File: src/rtl/cfgq_pkg.sv
package cfgq_pkg;

   typedef enum logic [2:0] {
      ST_IDLE = 3'd0,
      ST_ARM  = 3'd1,
      ST_DRV  = 3'd2,
      ST_UPD  = 3'd3,
      ST_WAIT = 3'd4
   } seq_st_e;

   function automatic bit fits(input int lsb, input int w, input int total);
      return (lsb >= 0) && (w > 0) && (lsb + w <= total);
   endfunction

   function automatic bit disjoint(input int l0, input int w0, input int l1, input int w1);
      return (l0 + w0 <= l1) || (l1 + w1 <= l0);
   endfunction

endpackage

File: src/rtl/cfgq_tick.sv
module cfgq_tick #(
   parameter int HALF_PER = 1
) (
   input  logic clk,
   input  logic rst_n,
   output logic pclk,
   output logic tick
);
   localparam int CW = (HALF_PER > 1) ? $clog2(HALF_PER) : 1;

   generate
      if (HALF_PER < 1) begin : g_bad
         $error("cfgq_tick: HALF_PER must be at least 1");
      end else if (HALF_PER == 1) begin : g_fast
         always_ff @(posedge clk or negedge rst_n) begin
            if (!rst_n) pclk <= 1'b0;
            else        pclk <= ~pclk;
         end
         assign tick = pclk;
      end else begin : g_div
         localparam logic [CW-1:0] LAST = CW'(HALF_PER - 1);
         logic [CW-1:0] cnt;
         always_ff @(posedge clk or negedge rst_n) begin
            if (!rst_n) begin
               cnt  <= '0;
               pclk <= 1'b0;
            end else if (cnt == LAST) begin
               cnt  <= '0;
               pclk <= ~pclk;
            end else begin
               cnt  <= cnt + 1'b1;
            end
         end
         assign tick = pclk && (cnt == LAST);
      end
   endgenerate

   // the port clock never sits still for more than one half period
   a_r9_pclk_moves: assert property (@(posedge clk) disable iff (!rst_n)
      tick |=> !pclk);

endmodule

File: src/rtl/cfgq_field_map.sv
module cfgq_field_map #(
   parameter int CMD_W = 32,
   parameter int A_W   = 7,
   parameter int B_W   = 7,
   parameter int C_W   = 5,
   parameter int A_LSB = 0,
   parameter int B_LSB = 7,
   parameter int C_LSB = 14,
   parameter int RB_BIT = 31
) (
   input  logic [CMD_W-1:0] cmd,
   output logic [A_W-1:0]   fa,
   output logic [B_W-1:0]   fb,
   output logic [C_W-1:0]   fc,
   output logic             is_rb
);
   import cfgq_pkg::*;

   generate
      if (!fits(A_LSB, A_W, CMD_W) || !fits(B_LSB, B_W, CMD_W) ||
          !fits(C_LSB, C_W, CMD_W) || !fits(RB_BIT, 1, CMD_W)) begin : g_range
         $error("cfgq_field_map: a field lies outside the command word");
      end
      if (!disjoint(A_LSB, A_W, B_LSB, B_W) || !disjoint(A_LSB, A_W, C_LSB, C_W) ||
          !disjoint(B_LSB, B_W, C_LSB, C_W) || !disjoint(RB_BIT, 1, A_LSB, A_W) ||
          !disjoint(RB_BIT, 1, B_LSB, B_W) || !disjoint(RB_BIT, 1, C_LSB, C_W)) begin : g_overlap
         $error("cfgq_field_map: command fields overlap");
      end
   endgenerate

   assign fa    = cmd[A_LSB +: A_W];
   assign fb    = cmd[B_LSB +: B_W];
   assign fc    = cmd[C_LSB +: C_W];
   assign is_rb = cmd[RB_BIT];

endmodule

File: src/rtl/cfgq_sequencer.sv
module cfgq_sequencer #(
   parameter int CMD_W    = 32,
   parameter int A_W      = 7,
   parameter int B_W      = 7,
   parameter int C_W      = 5,
   parameter int RSP_W    = 4,
   parameter int WAIT_W   = 8,
   parameter int A_LSB    = 0,
   parameter int B_LSB    = 7,
   parameter int C_LSB    = 14,
   parameter int RB_BIT   = 31,
   parameter int HALF_PER = 1
) (
   input  logic              clk,
   input  logic              rst_n,
   input  logic              clr,
   input  logic              fetch_en,
   input  logic [WAIT_W-1:0] rb_wait,
   input  logic [CMD_W-1:0]  ld_data,
   input  logic              ld_empty,
   output logic              ld_rd,
   input  logic              rb_full,
   output logic              rb_wr,
   output logic [RSP_W-1:0]  rb_data,
   output logic              port_clk,
   output logic              port_en_n,
   output logic              port_upd_n,
   output logic [A_W-1:0]    port_bus_a,
   output logic [B_W-1:0]    port_bus_b,
   output logic [C_W-1:0]    port_bus_c,
   input  logic [RSP_W-1:0]  port_rsp
);
   import cfgq_pkg::*;

   seq_st_e           state;
   logic [CMD_W-1:0]  cmd_q;
   logic [WAIT_W-1:0] wcnt;
   logic              tick;
   logic              rb_wr_q;
   logic [RSP_W-1:0]  rb_data_q;
   logic [A_W-1:0]    fa;
   logic [B_W-1:0]    fb;
   logic [C_W-1:0]    fc;
   logic              is_rb;
   logic              slot_free;
   logic              fetch_go;
   logic              drive_fields;

   cfgq_tick #(.HALF_PER(HALF_PER)) u_tick (
      .clk   (clk),
      .rst_n (rst_n),
      .pclk  (port_clk),
      .tick  (tick)
   );

   cfgq_field_map #(
      .CMD_W(CMD_W), .A_W(A_W), .B_W(B_W), .C_W(C_W),
      .A_LSB(A_LSB), .B_LSB(B_LSB), .C_LSB(C_LSB), .RB_BIT(RB_BIT)
   ) u_map (
      .cmd   (cmd_q),
      .fa    (fa),
      .fb    (fb),
      .fc    (fc),
      .is_rb (is_rb)
   );

   // a new command may start where the previous one ends
   assign slot_free = (state == ST_IDLE) ||
                      (state == ST_UPD  && !is_rb) ||
                      (state == ST_WAIT && wcnt == '0);
   assign fetch_go  = tick && slot_free && fetch_en && !ld_empty && !clr;
   assign ld_rd     = fetch_go;

   always_ff @(posedge clk or negedge rst_n) begin
      if (!rst_n) begin
         state     <= ST_IDLE;
         cmd_q     <= '0;
         wcnt      <= '0;
         rb_wr_q   <= 1'b0;
         rb_data_q <= '0;
      end else if (clr) begin
         state   <= ST_IDLE;
         rb_wr_q <= 1'b0;
      end else begin
         rb_wr_q <= 1'b0;
         if (tick) begin
            if (fetch_go) begin
               cmd_q <= ld_data;
               state <= ST_ARM;
            end else if (slot_free && !(state == ST_UPD)) begin
               state <= ST_IDLE;
            end
            unique case (state)
               ST_ARM:  state <= ST_DRV;
               ST_DRV:  state <= ST_UPD;
               ST_UPD: if (is_rb) begin
                  wcnt  <= rb_wait;
                  state <= ST_WAIT;
               end else if (!fetch_go) begin
                  state <= ST_IDLE;
               end
               ST_WAIT: if (wcnt == '0) begin
                  rb_data_q <= port_rsp;
                  rb_wr_q   <= !rb_full;
               end else begin
                  wcnt <= wcnt - 1'b1;
               end
               default: ;
            endcase
         end
      end
   end

   assign drive_fields = (state == ST_DRV) || (state == ST_UPD) || (state == ST_WAIT);
   assign port_en_n    = (state == ST_IDLE);
   assign port_upd_n   = (state != ST_UPD);
   assign port_bus_a   = drive_fields ? fa : '0;
   assign port_bus_b   = drive_fields ? fb : '0;
   assign port_bus_c   = drive_fields ? fc : '0;
   assign rb_wr        = rb_wr_q;
   assign rb_data      = rb_data_q;

   // no pop without host permission
   a_r2_fetch_gated: assert property (@(posedge clk) disable iff (!rst_n)
      ld_rd |-> fetch_en);
   // never pop an empty load FIFO
   a_r3_no_underflow: assert property (@(posedge clk) disable iff (!rst_n)
      ld_rd |-> !ld_empty);
   // update only inside an enabled command
   a_r4_upd_in_en: assert property (@(posedge clk) disable iff (!rst_n)
      !port_upd_n |-> !port_en_n);
   // a readback write is a single-cycle pulse
   a_r6_single_write: assert property (@(posedge clk) disable iff (!rst_n)
      rb_wr |=> !rb_wr);
   // nothing is written into a full readback FIFO
   a_r7_no_overflow: assert property (@(posedge clk) disable iff (!rst_n)
      rb_wr |-> !$past(rb_full));
   // a clear leaves the port idle and writes nothing
   a_r8_clear_idle: assert property (@(posedge clk) disable iff (!rst_n)
      clr |=> (port_en_n && !rb_wr));
   // port outputs move only with the falling port clock
   a_r9_edge_aligned: assert property (@(posedge clk) disable iff (!rst_n)
      ((port_en_n != $past(port_en_n) || port_upd_n != $past(port_upd_n)) && !$past(clr))
         |-> (!port_clk && $past(port_clk)));

endmodule

File: config.mk
export PLATFORM = sky130hd
export DESIGN_NAME = cfgq_sequencer
export DESIGN_NICKNAME = d
export VERILOG_FILES = /design/src/rtl/cfgq_pkg.sv /design/src/rtl/cfgq_tick.sv /design/src/rtl/cfgq_field_map.sv /design/src/rtl/cfgq_sequencer.sv
export SDC_FILE = /design/constraint.sdc
export NUM_CORES = 1
export LEC_CHECK = 0
export ABC_CLOCK_PERIOD_IN_PS = 2200
export BUFFER_PORTS_ARGS = -buffer_cell sky130_fd_sc_hd__buf_2
export CORE_UTILIZATION = 47
export CTS_BUF_LIST = sky130_fd_sc_hd__clkbuf_16
export CTS_CLUSTER_SIZE = 16
export DETAILED_ROUTE_END_ITERATION = 16
export GPL_TIMING_DRIVEN = 0
export MAX_ROUTING_LAYER = met4
export PLACE_DENSITY = 0.86
export SETUP_SLACK_MARGIN = 0.4
export SYNTH_ARGS = -nofsm -noshare
export SYNTH_HDL_FRONTEND = slang
export SYNTH_HIERARCHICAL = 1
export SYNTH_SLANG_ARGS = --single-unit
File: constraint.sdc
create_clock -name clk -period 2.2 [get_ports clk]
set_input_delay 0 -clock clk [delete_from_list [all_inputs] [get_ports clk]]
set_output_delay 0 -clock clk [all_outputs]
set_load 0.02 [all_outputs]
; ---- Yosys cells after proc, flatten, opt, wreduce, memory -nomap -nowiden
; Cells that the tools add are included.
[totals]
output_inout_bits = 28
reg_bits = 49
inputBits = 50
elab_cells = 56
[classes]
n_mux = 17
bitwise = 2
eq_ne = 7
n_reduce_logical = 23
n_addsub = 1
[ops]
columns = operator, n
row1 = $mux 3, 6
row2 = $mux 8, 2
row3 = $pmux 8 s2, 1
row4 = $mux 7, 2
row5 = $pmux 3 s3, 1
row6 = $logic_not 8->1, 1
row7 = $sub 8x1->8 const B, 1
row8 = $logic_and 1x1->1, 7
row9 = $eq 3x2->1 const B, 2
row10 = $logic_not 1->1, 5
row11 = $mux 5, 1
row12 = $reduce_and 5->1, 1
row13 = $logic_or 1x1->1, 4
row14 = $mux 1, 4
row15 = $ne 2x2->1 const B, 2
row16 = $reduce_and 4->1, 1
row17 = $reduce_bool 2->1, 2
row18 = $eq 3x1->1 const B, 1
row19 = $eq 3x3->1 const B, 1
row20 = $logic_not 3->1, 1
row21 = $ne 3x2->1 const B, 1
row22 = $reduce_and 3->1, 1
row23 = $not 1->1, 2

; ---- Depth between registers and ports, before layout
[logic_depth]
ltp_word = 14
depth_mapped = 7

; ---- By module
; The synthesis kept the hierarchy.
[by_module_without_submodules]
columns = module, n_inst, seq_area_each_um2, area_each_um2, cells_each
row1 = cfgq_sequencer, 1, 1201.2, 2377.3, 188
row2 = cfgq_field_map, 1, 0.0, 150.1, 20
row3 = cfgq_tick, 1, 25.0, 36.3, 3

; ---- Worst setup path before layout
; No wires, ideal clock.
[synth_path]
path_kind = register to register
from = register wcnt[0]
to = register cmd_q[0]
path_buffers = 1
t_arrival_ns = 2.026
setup_slack_ns = 0.048
setup_ns = 0.125
stages_incl_launch_ff = 8
period_less_slack_ns = 2.152
cell_sequence = dfrtp_1 -> inv_1 -> ha_1 -> or4b_1 -> nor3_4 -> o21ai_2 -> buf_6 -> mux2_4
[synth_via]
elab_chain_cells = 8
[synth_rtl]
columns = item, line
row1 = start: declaration, cfgq_sequencer.sv:37  ; logic [WAIT_W-1:0] wcnt;
row2 = start signal: assignment, cfgq_sequencer.sv:97  ; wcnt <= rb_wait;
row3 = start signal: assignment, cfgq_sequencer.sv:106  ; wcnt <= wcnt - 1'b1;
row4 = $logic_not 8->1, cfgq_sequencer.sv:70  ; (state == ST_WAIT && wcnt == '0);
row5 = $logic_and 1x1->1, cfgq_sequencer.sv:70
row6 = $logic_or 1x1->1, cfgq_sequencer.sv:69  ; (state == ST_UPD && !is_rb) ||
row7 = $logic_and 1x1->1 (4 in series), cfgq_sequencer.sv:71  ; assign fetch_go = tick && slot_free && fetch_en && !ld_empty && !clr;
row8 = $reduce_and 3->1 (no line), --
row9 = end signal: assignment, cfgq_sequencer.sv:88  ; cmd_q <= ld_data;
row10 = end: declaration, cfgq_sequencer.sv:36  ; logic [CMD_W-1:0] cmd_q;
; No other way between the ends.
; A chain may end at the register's enable or synchronous reset.

; ---- Worst setup path after layout
[layout_path]
from = register wcnt[1]
to = register cmd_q[5]
; The elaborated chain is that of the path after synthesis.

==> impl_metrics.py <==
metrics = {
    "layout": {
        "fin_util": 0.786,
        "instances_no_fill": 356,
        "drive_gt1_frac": 0.552,
        "areaGrowthSynthToFinish_pct": 55.3,
        "final_cell_mix": "63 x buf_2, 38 x buf_4, 36 x dfrtp_1, 27 x dlygate4sd3_1, 20 x nor2b_1",
        "num_antenna_cells": 0,
        "nNetsFinal": 356,
        "layout_commonest_cell": "buf_2",
    },
    "yosys": {
        "netlist_area_mm2": 0.00208,
        "syn_inst": 187,
        "synth_nets": 238,
        "syn_area_per_cell_um2": 11.1,
        "yosysWarnings": 6,
    },
    "placed_design": {
        "portBuffers": 65,
        "gp_congestion": 0.893,
        "place_inst": 302,
        "hpwl_um": 3060,
    },
    "clocking": {
        "clock_path_buffers": 2,
        "cts_buffers": 5,
        "clock_sink_count": 37,
        "clkTransAtPathRegs_ps": 60,
        "clk_latency_ps": 280,
        "cts_tree": "built",
        "cts-root-buf": "clkbuf_16",
        "cts.htree.levels": 2,
    },
    "sta": {
        "fin_crit_sh": 0.975,
        "skew_ps": 4.83,
        "relSlewSlack": 0.450,
        "fmax_mhz": 466,
        "period_minus_slack_ps": 2150,
        "totalNegativeSetupSlack_ps": 0,
        "finalSetupViolations": 0,
        "rsz0062_at_grt": "true",
        "finalHoldViolCount": 0,
        "tightest_slew_ps": 825,
        "report.final.slew_viol_count": 0,
        "holdWs_ps": 14.3,
    },
    "floorplanning": {
        "die_area_mm2": 0.00470,
        "start_util": 0.506,
        "ios": 78,
        "core-area_mm2": 0.00412,
        "die_w_um": 68.6,
        "rows": 23,
        "die_height_um": 68.6,
    },
    "worst_setup_path": {
        "end_kind": "flop",
        "cp-startpoint": "wcnt[1]$_DFFE_PN0P_",
        "critPathArrivalTime_ps": 2310,
        "r2r_slack_ps": 50,
        "crit_path_end": "cmd_q[5]$_DFFE_PN0P_",
        "start_kind": "flop",
        "r2r_start": "wcnt[1]$_DFFE_PN0P_",
        "rr_worst_depth": 7,
        "r2r_end": "cmd_q[5]$_DFFE_PN0P_",
        "worstPathRequired_ps": 2360,
        "path_max_fanout": 5,
        "critPathKind": "reg -> reg",
    },
    "flow_run": {
        "drv_cap": 0,
    },
    "routing": {
        "ant_nets": 0,
        "viasPerCell": 5.16,
        "dr.pass1.iters": 4,
        "wl_um": 5450,
        "drtIter0Drc": 104,
        "drc": 0,
        "avgRoutedWirePerCell_um": 15.3,
        "dr_total_vias": 1836,
    },
    "grt": {
        "grt_pass1_wl_um": 7940,
        "track_usage": 0.246,
        "antenna_found_initial": 0,
        "grt_pass1_vias": 1755,
        "grt_overflow": 0,
        "grt_max_degree": 38,
    },
    "power": {
        "peakVddDrop_mv": 0.429,
        "combPwrFrac": 0.192,
        "p_per_area_mw_per_mm2": 610,
        "p_total_uw": 1970,
        "p_leak_uw": 0.00161,
        "swShare": 0.210,
        "switchingPower_uw": 415,
        "pwr-share-seq": 0.407,
        "pwr-share-clk": 0.400,
        "internal-power_uw": 1560,
    },
    "worst_hold_path": {
        "hp-class": "in -> reg",
        "hold_start": "rb_wait[3]",
    },
    "status": {
        "run_status": "completed",
    },
}
## metrics by stage
stage | instance area (um^2) | worst slack [ps]
after detailed placement | 2490 | -78.4
after global routing | 3230 | -0.492
after CTS | 3130 | 114
after global placement | 2490 | -57.2
after floorplan | 2110 | 109
final | 3230 | 54.2
## worst max-delay path: stages (launching register included)
cell,delay [ps]
dfrtp_1,400
inv_2,80
ha_4,120
or4b_4,480
nor3_4,330
o21ai_4,150
clkbuf_16,200
mux2_4,290
## metal layers
metal	up-vias	GRT usage	wire, um
met5	-	-	0
met4	0	0.0833	72
met3	6	0.0493	242
met2	65	0.417	2930
met1	893	0.290	2210
li1	872	-	-
## final cells by class
type | count | area [um^2]
multi-input cells | 117 | 1040
plain buffers | 29 | 244
fillers | 255 | 881
well taps | 50 | 62.6
repair buffers | 111 | 785
clock buffers | 5 | 125
clock inverters | 3 | 37.5
flip-flops and latches | 37 | 927
inverters | 4 | 15.0
## what timing repair did
action | CTS | global route
cloned | 1 | 0
hold buffers | 27 | 0
hold endpoints to repair | 65 | 0
pin swaps | 6 | 5
setup endpoints to repair | 52 | 45
buffers inserted | 13 | 5
gates resized for setup | 25 | 22
## state kept, by name, indices dropped and copies added, names as in the netlist
name,flops
state,3
rb_wr,1
cmd_q,20
rb_data,4
wcnt,8
u_tick/pclk,1
## worst min-delay path by stage
stage / to / slack (ps) / cells after the start
final: wcnt[3]$_DFFE_PN0P_ / 10 / 3
after global routing: wcnt[3]$_DFFE_PN0P_ / 30 / 3
after CTS: wcnt[6]$_DFFE_PN0P_ / 10 / 3
after detailed placement: cmd_q[5]$_DFFE_PN0P_ / 140 / 1
after global placement: cmd_q[6]$_DFFE_PN0P_ / 140 / 1
after floorplan: cmd_q[0]$_DFFE_PN0P_ / -300 / 0
## power groups by stage
stage | Combinational [uW] | Sequential, uW | Clock (uW)
3_3_place_gp | 306 | 806 | 0
2_1_floorplan | 246 | 799 | 0
5_1_grt | 407 | 813 | 832
3_5_place_dp | 316 | 813 | 0
4_1_cts | 369 | 802 | 799
6_report | 379 | 804 | 789
(Power assumes the default switching activity.)
